File: src/rtl/mem_region_guard.sv
module mem_region_guard #(
  parameter int ADDR_W = 32,
  parameter int GRAIN  = 20,
  parameter int NRGN   = 8
) (
  input  logic        clk,
  input  logic        rst_n,
  input  logic        cfg_we,
  input  logic [4:0]  cfg_idx,
  input  logic [31:0] cfg_wdata,
  output logic [31:0] cfg_rdata,
  input  logic        req_valid,
  input  logic [31:0] req_addr,
  input  logic        req_secure,
  output logic        rsp_valid,
  output logic        rsp_secure_only,
  output logic        rsp_violation,
  output logic        viol_sticky
);
  localparam int MB_W    = ADDR_W - GRAIN;
  localparam int CTL_W   = NRGN + 2;
  localparam int CTL_IDX = 2 * NRGN;
  localparam int STS_IDX = 2 * NRGN + 1;
  localparam int REM_BIT = NRGN;
  localparam int BYP_BIT = NRGN + 1;

  logic [MB_W-1:0]  st_q [NRGN];
  logic [MB_W-1:0]  ed_q [NRGN];
  logic [CTL_W-1:0] ctl_q;
  logic [NRGN-1:0]  hit;

  wire [MB_W-1:0]  mb_idx = req_addr[ADDR_W-1:GRAIN];
  wire [MB_W-1:0]  mb_msk = cfg_wdata[16 +: MB_W];
  wire [CTL_W-1:0] ct_msk = cfg_wdata[16 +: CTL_W];
  wire [NRGN-1:0]  en     = ctl_q[NRGN-1:0];
  wire             bypass = ctl_q[BYP_BIT];
  wire             sec_now = !bypass && ((|(hit & en)) || (ctl_q[REM_BIT] && !(|hit)));
  wire             viol_now = req_valid && !req_secure && sec_now;
  wire             clr_req = cfg_we && (cfg_idx == 5'(STS_IDX)) && cfg_wdata[0] && cfg_wdata[16];

  for (genvar i = 0; i < NRGN; i++) begin : g_rgn
    assign hit[i] = (mb_idx >= st_q[i]) && (mb_idx <= ed_q[i]);

    always_ff @(posedge clk or negedge rst_n) begin
      if (!rst_n) begin
        st_q[i] <= '0;
        ed_q[i] <= '0;
      end else if (cfg_we) begin
        if (cfg_idx == 5'(i))
          st_q[i] <= (st_q[i] & ~mb_msk) | (cfg_wdata[MB_W-1:0] & mb_msk);
        if (cfg_idx == 5'(i + NRGN))
          ed_q[i] <= (ed_q[i] & ~mb_msk) | (cfg_wdata[MB_W-1:0] & mb_msk);
      end
    end
  end

  always_ff @(posedge clk or negedge rst_n) begin
    if (!rst_n) begin
      ctl_q           <= CTL_W'(1) << BYP_BIT;
      rsp_valid       <= 1'b0;
      rsp_secure_only <= 1'b0;
      rsp_violation   <= 1'b0;
      viol_sticky     <= 1'b0;
    end else begin
      if (cfg_we && cfg_idx == 5'(CTL_IDX))
        ctl_q <= (ctl_q & ~ct_msk) | (cfg_wdata[CTL_W-1:0] & ct_msk);
      rsp_valid       <= req_valid;
      rsp_secure_only <= req_valid && sec_now;
      rsp_violation   <= viol_now;
      if (viol_now)     viol_sticky <= 1'b1;
      else if (clr_req) viol_sticky <= 1'b0;
    end
  end

  always_comb begin
    cfg_rdata = '0;
    for (int i = 0; i < NRGN; i++) begin
      if (cfg_idx == 5'(i))        cfg_rdata = 32'(st_q[i]);
      if (cfg_idx == 5'(i + NRGN)) cfg_rdata = 32'(ed_q[i]);
    end
    if (cfg_idx == 5'(CTL_IDX)) cfg_rdata = 32'(ctl_q);
    if (cfg_idx == 5'(STS_IDX)) cfg_rdata = 32'(viol_sticky);
  end


  rsp_after_req_chk: assert property (@(posedge clk) disable iff (!rst_n)
    rsp_valid |-> $past(req_valid));


  viol_needs_secure_chk: assert property (@(posedge clk) disable iff (!rst_n)
    rsp_violation |-> (rsp_valid && rsp_secure_only));


  secure_master_free_chk: assert property (@(posedge clk) disable iff (!rst_n)
    (rsp_valid && $past(req_secure)) |-> !rsp_violation);


  bypass_open_chk: assert property (@(posedge clk) disable iff (!rst_n)
    (rsp_valid && $past(bypass)) |-> !rsp_secure_only);


  sticky_set_chk: assert property (@(posedge clk) disable iff (!rst_n)
    rsp_violation |-> viol_sticky);
endmodule

File: config.mk
export PLATFORM = sky130hd
export DESIGN_NAME = mem_region_guard
export DESIGN_NICKNAME = d
export VERILOG_FILES = /design/src/rtl/mem_region_guard.sv
export SDC_FILE = /design/constraint.sdc
export NUM_CORES = 1
export LEC_CHECK = 0
export BUFFER_PORTS_ARGS = -buffer_cell sky130_fd_sc_hd__buf_2
export CAP_MARGIN = 10
export CORE_MARGIN = 2
export CORE_UTILIZATION = 55
export CTS_CLUSTER_SIZE = 14
export DETAILED_ROUTE_END_ITERATION = 10
export PLACE_DENSITY = 0.74
export SYNTH_ARGS = -nofsm -noshare
export SYNTH_HDL_FRONTEND = slang
export SYNTH_SLANG_ARGS = --single-unit
File: constraint.sdc
create_clock -name clk -period 3.5 [get_ports clk]
set_clock_uncertainty 0.15 [all_clocks]
set_input_delay 0.35 -clock clk [delete_from_list [all_inputs] [get_ports clk]]
set_output_delay 0.35 -clock clk [all_outputs]
set_load 0.01 [all_outputs]
# After elaboration in Yosys (flattened, before gate mapping)
# Index checks and enable logic that the tools add are counted.
totals:
  out_inout_bits: 36
  regBits: 206
  word_cells: 154
  in_bits: 74
  mem_bits_rw: 0
  mem_bits_ro: 0
  latch_bits: 0
  n_memories: 0
classes:
  n_bitwise: 39
  order_cmp: 16
  n_div: 0
  mul: 0
  mux: 20
  n_reduce_logical: 41
  n_eq_ne: 17
  addsub: 0
  shifts: 0
op_table:
  columns: ["cell", "n"]
  rows:
  - ["$mux 32", 17]
  - ["$and 12x12->12", 17]
  - ["$or 12x12->12", 16]
  - ["$ge 12x12->1", 8]
  - ["$le 12x12->1", 8]
  - ["$eq 5x4->1 const B", 8]
  - ["$reduce_and 2->1", 16]
  - ["$and 10x10->10", 2]
  - ["$eq 5x3->1 const B", 4]
  - ["$logic_and 1x1->1", 17]
  - ["$reduce_or 8->1", 2]
  - ["$mux 12", 1]
  - ["$not 12->12", 1]
  - ["$eq 5x2->1 const B", 2]
  - ["$eq 5x5->1 const B", 2]
  - ["$not 10->10", 1]
  - ["$or 10x10->10", 1]
  - ["$and 8x8->8", 1]
  - ["$eq 5x1->1 const B", 1]
  - ["$logic_not 5->1", 1]
  - ["$logic_not 1->1", 3]
  - ["$mux 1", 2]
  - ["$reduce_bool 2->1", 1]
  - ["$logic_or 1x1->1", 1]

# Longest topological paths before layout
# Gate-level depths: netlist (run 1).
logic_depth:
  ltp_word: 19
  depth_mapped: 11
  ltp_nobuf: 10

# Worst setup path before layout (run 1)
# OpenSTA, ideal clock, no wires.
synth_path:
  path_type: "input -> register"
  from: "in req_addr[20]"
  to: "reg viol_sticky"
  slack_ns: 0.793
  cell_stages: 10
  path_buffers: 0
  setup_ns: 0.080
  arrival_ns: 2.476
  required_time_ns: 3.270
  path_cell_list: "inv_1 ha_1 nand2b_1 a31oi_1 o21ai_1 a221o_1 a22oi_1 nand2_1 or4_4 o211ai_2"
synth_via:
  elab_chain_cells: 9
  word_cells_on_any_way: 34
  classes_between: "16 x order compare; 1 x mux; 1 x bitwise; 16 x reduce/logical"
synth_rtl:
  columns: ["item", "line_no", "rtl"]
  rows:
  - ["from (decl)", "13", "input logic [31:0] req_addr,"]
  - ["$ge 12x12->1 or $le 12x12->1 (tied branches)", "42", "assign hit[i] = (mb_idx >= st_q[i]) && (mb_idx <= ed_q[i]);"]
  - ["$logic_and 1x1->1", "42", null]
  - ["$reduce_or 8->1", "37", "wire sec_now = !bypass && ((|(hit & en)) || (ctl_q[REM_BIT] && !(|hit)));"]
  - ["$logic_not 1->1", "37", null]
  - ["$logic_and 1x1->1", "37", null]
  - ["$logic_or 1x1->1 (*)", "37", null]
  - ["$logic_and 1x1->1 (*)", "37", null]
  - ["$logic_and 1x1->1 (*)", "38", "wire viol_now = req_valid && !req_secure && sec_now;"]
  - ["$mux 1 or $reduce_bool 2->1 (tied branches)", null, null]
  - ["to (signal assigned)", "63", "viol_sticky <= 1'b0;"]
  - ["to (signal assigned)", "70", "if (viol_now) viol_sticky <= 1'b1;"]
  - ["to (signal assigned)", "71", "else if (clr_req) viol_sticky <= 1'b0;"]
  - ["to (decl)", "18", "output logic viol_sticky"]
# Every way passes the cells marked *; elsewhere a longest branch is shown, timed or not.
# A chain may end at the register's enable or synchronous reset.

==> impl_metrics.py, run 1 <==
metrics = {
    "synthesis": {
        "synth_top_flop_cell": "dfrtp_1",
        "muxShareOfSynthArea_pct": 15.6,
        "synth-compound-area-share_pct": 12.8,
        "synth.area.top_cells": "dfrtp_1 34%, ha_1 16%, mux2_2 14%",
        "synth_top_cell_area_share_pct": 34.5,
        "synthSimpleGateAreaFrac_pct": 12.8,
        "synth_top_family_by_area": "adder cells",
        "synth_cell_types": 58,
        "async_flop_share_pct": 100,
        "synthAdderAreaFrac_pct": 16.1,
        "synth-xor-area-share_pct": 0,
        "ys_seq_elements": 206,
        "yosysWarnings": 0,
        "synth_top_area_cell": "dfrtp_1",
        "synth_edf_count": 0,
        "synthCells": 1600,
        "ys_seq_area_share_pct": 34.7,
        "synth_area_um2": 14900,
        "syn_area_per_cell_um2": 9.30,
    },
    "cells_and_area": {
        "nFillCells": 2279,
        "layout.nets": 1921,
        "final_core_util_pct": 61.6,
        "area_growth_syn_to_layout_pct": 10.7,
        "final_area_um2": 16500,
        "drive_above_1_share_pct": 20.9,
    },
    "timing": {
        "max_freq_mhz": 319,
        "finalHoldViolations": 0,
        "rsz0062_at_grt": "false",
        "setup_viol": 0,
        "tightest_slew_ns": 0.898,
        "tns_ns": 0,
        "min_period_ns": 3.13,
        "period_share_pct": 89.6,
        "slew_viol_final": 0,
        "relSlewSlack_pct": 39.4,
    },
    "placed_design": {
        "dpl_cell_area_um2": 15600,
        "dp_hpwl_mm": 35.9,
        "gp_congestion": 1.01,
        "numPortBuffers": 61,
    },
    "pwr": {
        "vdd_drop_max_mv": 0.444,
        "total_power_mw": 7.52,
        "cellLeakagePower_nw": 7.56,
        "powerDensity_nw_per_um2": 457,
    },
    "worst_hold_path": {
        "hp-start": "cfg_wdata[18]",
        "whs_path_depth": 3,
        "min_path_type": "primary input to flop",
    },
    "critical_path": {
        "rr_worst_depth": 10,
        "cp_cell_sequence": "inv_1 > ha_1 > a21o_1 > a2111oi_2 > o21ai_1 > a221o_1 > a22oi_1 > nand2_1 > or3_1 > a21oi_1",
        "cpMaxStageDelayCell": "a221o_1",
        "path_delay_family": "compound AO/OA/AOI/OAI gates",
        "r2r_end": "rsp_violation",
        "critical_path_buf_inv_count": 1,
        "reg2reg_slack_ns": 0.37,
        "path_max_fanout": 3,
        "start_kind": "flop",
        "critPathMaxStageDelay_ns": 0.49,
        "crit_type": "flop to flop",
        "cp-end-kind": "flop",
        "cp.required_ns": 3.81,
        "cp_data_arrival_time_ns": 3.44,
    },
    "flow_run": {
        "cap_violations": 0,
    },
    "clocking": {
        "cts_tree": "yes",
        "cts_root_buf": "clkbuf_16",
        "cts.htree.levels": 1,
        "clk_latency_ns": 0.55,
        "path_clk_slew_ns": 0.06,
        "clock-sinks": 206,
        "cts_buffer_depth": 3,
        "numCtsBuffers": 25,
        "cts-resized-gates": 0,
    },
    "detailed_routing": {
        "first_pass_iters": 9,
        "drc": 0,
        "avgViaCountPerCell": 6.37,
        "post_drt_wl_per_cell_um": 24.0,
        "ant_nets": 0,
        "dr_total_vias": 12800,
        "dr.first_iter.drc_count": 1349,
        "drt_wl_total_mm": 48.5,
    },
    "floorplan": {
        "start_util_pct": 55.7,
        "dieArea_um2": 28400,
        "die_w_um": 168,
        "die_h_um": 168,
        "core_area_um2": 26700,
        "num_rows": 60,
        "pin_count": 110,
    },
    "global_route": {
        "grt_pass1_vias": 12500,
        "grt_overflow_total": 0,
        "track_usage_pct": 34.4,
        "antenna_found_initial": 1,
        "grt_max_degree": 97,
        "grt_pass1_wl_mm": 74.5,
    },
    "run_status": {
        "status": "finished clean",
    },
}
-- final cells by class --
class | instances | area (um2) | area share (%)
clock inverter | 9 | 129 | 0.783
inverter | 194 | 728 | 4.42
sequential | 206 | 5160 | 31.3
timing repair buffer | 108 | 688 | 4.18
multi-input combinational | 1120 | 8610 | 52.3
antenna | 1 | 2.50 | 0.0152
tap | 341 | 427 | 2.59
clock buffer | 37 | 721 | 4.38
-- kinds of logic (layout without fill, tap and decap cells) --
kind of cell	count (synthesis)	in the layout
flops	206	206
fa+ha+maj	192	192
compound gates	279	279
buf+inv	293	348
other cells	1	21
simple gates	423	423
mux	206	206
-- synthesized netlist by cell type, types with 3 or more instances --
master     number
buf_2          12
nor2_1         35
a22o_1          9
a221oi_1       17
nor4_1          4
a22oi_1        39
a222oi_1       10
a221o_1         6
nand3_1        31
nand2b_1       11
nand2_1       245
buf_4          20
o22ai_1         5
inv_1         193
a2111oi_0       4
o21ai_0        38
dfrtp_1       205
a21o_1         18
o221ai_1        4
o2111ai_1       4
and3_1          4
or3_1           6
o311ai_0        3
nor2b_1         8
mux2_1         12
mux2i_1         4
a211oi_1       10
nand4_1        31
a31oi_1         7
clkbuf_1       65
ha_1          192
or2_2           6
mux2_2        190
a21oi_1        76
o21ai_1         5
o211ai_1        8
and2_1         17
a41oi_1         4
nor3_1         16
-- worst max-delay path by stage --
| stage | end | slack (ns) | cells after the start | from |
|---|---|---|---|---|
| after global routing | rsp_violation | 0.25 | 10 | flop |
| final | rsp_violation | 0.37 | 10 | flop |
| after global placement | viol_sticky | 0.31 | 11 | req_addr[24] |
| after floorplan | viol_sticky | 0.79 | 10 | req_addr[20] |
| after CTS | viol_sticky | 0.39 | 10 | flop |
| after detailed placement | viol_sticky | 0.24 | 11 | req_addr[24] |
-- layer usage --
layer  vias up  part of all wire (%)  GRT usage [%]
met2       719                    45           55.1
met3       139                   9.4           5.99
met5         -                     0              0
met1      6264                    41           46.6
li1       5713                     -              -
met4         0                   4.5           13.5
-- layout by cell type (no fill, tap or decap), drive strengths merged, types with 17 or more instances in the layout --
cell and count:
inv 195, nand2 245, nand3 31, dfrtp 205, clkbuf 37, conb 20, nor2 37, a21oi 76
a221oi 17, o21ai 43, a21o 18, buf 105, ha 192, and2 17, nand4 31, a22oi 39
mux2 202
-- power breakdown --
part | internal, mW | leakage [nW] | switching [mW]
clock network | 1.64 | 0.411 | 1.07
logic | 0.766 | 4.42 | 1.03
registers | 2.71 | 2.73 | 0.310
total | 5.11 | 7.56 | 2.41
-- per-stage QoR --
step	cells	setup slack, ns	hold WS (ns)
CTS	2015	0.386	0.144
detailed placement	1966	0.238	0.282
finish	2016	0.366	0.160
global placement	1966	0.308	0.277
global route	2016	0.249	0.169
floorplan	1619	0.793	-0.0956
-- worst register-to-register path: cells and delay by family, from the launching register on --
kind | cells | cell delay (ns)
flops | 1 | 0.38
buf+inv | 1 | 0.06
simple gates | 2 | 0.51
compound gates | 6 | 1.67
fa+ha+maj | 1 | 0.29
-- what timing repair did --
item,CTS,global route
hold endpoints to repair,94,0
setup buffers,0,0
hold buffers,3,0
No activity file was read; power rests on OpenSTA's default activity.
==> inputs of run 2 (changes only) <==
--- a/config.mk
+++ b/config.mk
@@ -11,6 +11,7 @@
 export CORE_UTILIZATION = 55
 export CTS_CLUSTER_SIZE = 14
 export DETAILED_ROUTE_END_ITERATION = 10
+export GPL_TIMING_DRIVEN = 0
 export PLACE_DENSITY = 0.74
 export SYNTH_ARGS = -nofsm -noshare
 export SYNTH_HDL_FRONTEND = slang
==> run 2 against run 1 <==
Compared with the run above: wire length shrank 1.6%; final cell count grew 1.9%; largest cell class unchanged; non-clock buffer count grew 41; register-to-register slack lost 0.12 ns; clock power shrank 2%; utilization grew 0.33 points; count of clock-buffer cells in the layout shrank 3; via count shrank 1.4%; combinational power is essentially flat; sequential power is essentially flat; fmax shrank 9.9%.
==> impl_metrics.py, run 2 (synthesized netlist as in run 1, its figures left out) <==
metrics = {
    "run_status": {
        "status": "finished clean",
    },
    "clocking": {
        "path_clk_slew_ns": 0.06,
        "clk_latency_ns": 0.55,
        "clock-sinks": 206,
        "cts_root_buf": "clkbuf_16",
        "cts_buffer_depth": 3,
        "cts.htree.levels": 1,
        "numCtsBuffers": 25,
        "cts_tree": "yes",
    },
    "timing": {
        "finalHoldViolations": 0,
        "slew_viol_final": 0,
        "tightest_slew_ns": 0.905,
        "min_period_ns": 3.48,
        "relSlewSlack_pct": 39.5,
        "rsz0062_at_grt": "false",
        "period_share_pct": 99.3,
        "whs_ns": 0.0179,
        "max_freq_mhz": 288,
        "setup_viol": 0,
    },
    "cells_and_area": {
        "final_core_util_pct": 61.9,
        "final_cells": 2055,
        "drive_above_1_share_pct": 19.5,
        "layout.nets": 1962,
        "final_common_cell": "nand2_1",
        "area_growth_syn_to_layout_pct": 11.3,
        "diodes": 0,
        "layout_common_cells": "245 x nand2_1, 205 x dfrtp_1, 193 x inv_1",
    },
    "detailed_routing": {
        "drt_wl_total_mm": 47.7,
        "dr.first_iter.drc_count": 1375,
        "avgViaCountPerCell": 6.16,
        "post_drt_wl_per_cell_um": 23.2,
        "first_pass_iters": 7,
        "ant_nets": 0,
        "dr_total_vias": 12700,
        "drc": 0,
    },
    "floorplan": {
        "die_w_um": 168,
        "num_rows": 60,
        "dieArea_um2": 28400,
        "core_area_um2": 26700,
        "die_h_um": 168,
        "pin_count": 110,
        "start_util_pct": 55.7,
    },
    "pwr": {
        "cellLeakagePower_nw": 7.56,
        "total_power_mw": 7.46,
        "powerDensity_nw_per_um2": 451,
        "vdd_drop_max_mv": 0.337,
    },
    "global_route": {
        "grt_pass1_vias": 12400,
        "grt_pass1_wl_mm": 73.0,
        "track_usage_pct": 33.9,
        "grt_max_degree": 86,
        "antenna_found_initial": 0,
        "grt_overflow_total": 0,
    },
    "flow_run": {
        "cap_violations": 0,
    },
    "placed_design": {
        "dp_hpwl_mm": 36.8,
        "dp_cells": 2008,
        "numPortBuffers": 46,
        "gp_congestion": 0.935,
    },
    "critical_path": {
        "crit_type": "primary input to primary output",
        "cp-end-kind": "primary output",
        "path_max_fanout": 10,
        "start_kind": "primary input",
        "cp_data_arrival_time_ns": 2.98,
        "cp.required_ns": 3.00,
    },
    "worst_hold_path": {
        "min_path_type": "primary input to flop",
    },
}
## run 2: power by group
| group | internal [mW] | switching (mW) |
|---|---|---|
| combinational | 0.760 | 1.01 |
| sequential | 2.70 | 0.321 |
| clock | 1.57 | 1.10 |
| total | 5.03 | 2.42 |
## run 2: worst paths after layout
check,start,endpoint,slack [ns],cells past startpoint
setup / recovery,cfg_idx[3],cfg_rdata[2],0.02,9
hold / removal,cfg_wdata[11],flop,0.02,2
setup reg to reg,flop,viol_sticky,0.25,10
hold reg to reg,flop,flop,0.36,1
max in group asynchronous,rst_n,async pin,2.23,3
min in group asynchronous,rst_n,async pin,0.15,2
## run 2: repair_timing
| item | CTS | global route |
|---|---|---|
| gates resized for setup | 3 | 12 |
| hold buffers | 3 | 0 |
| hold endpoints to repair | 131 | 0 |
| buffers inserted | 0 | 0 |
| setup endpoints to repair | 3 | 8 |
## run 2: area by class of cell
| cell class | instances | area [um2] |
|---|---|---|
| multi-input cells | 1120 | 8610 |
| inverters | 194 | 728 |
| clock inverters | 11 | 125 |
| repair buffers | 51 | 325 |
| flip-flops and latches | 206 | 5160 |
| well taps | 341 | 427 |
| fillers | 2335 | 10200 |
| plain buffers | 98 | 468 |
| clock buffers | 34 | 709 |
## run 2: layer usage
metal / track usage, % / wire (um)
met4: 15.1 / 2300
met3: 4.09 / 3920
met2: 52.7 / 20800
met5: 0 / 0
met1: 47.8 / 20700
## run 2: worst max-delay path, stage by stage
cell and delay, ns:
buf_2 0.17, or3b_1 0.36, clkbuf_1 0.18, nor2_1 0.33, clkbuf_1 0.63, a221oi_1 0.24
and3_1 0.25, a31oi_1 0.26, buf_2 0.19
## run 2: metrics by stage
| step | setup TNS, ns | cell area, um2 | setup slack, ns |
|---|---|---|---|
| floorplan | 0 | 14900 | 0.793 |
| global placement | -349.66 | 15600 | -1.72 |
| detailed placement | -0.251 | 15700 | -0.0844 |
| CTS | 0 | 16500 | 0.0252 |
| global route | 0 | 16600 | 0.00269 |
| finish | 0 | 16600 | 0.0229 |
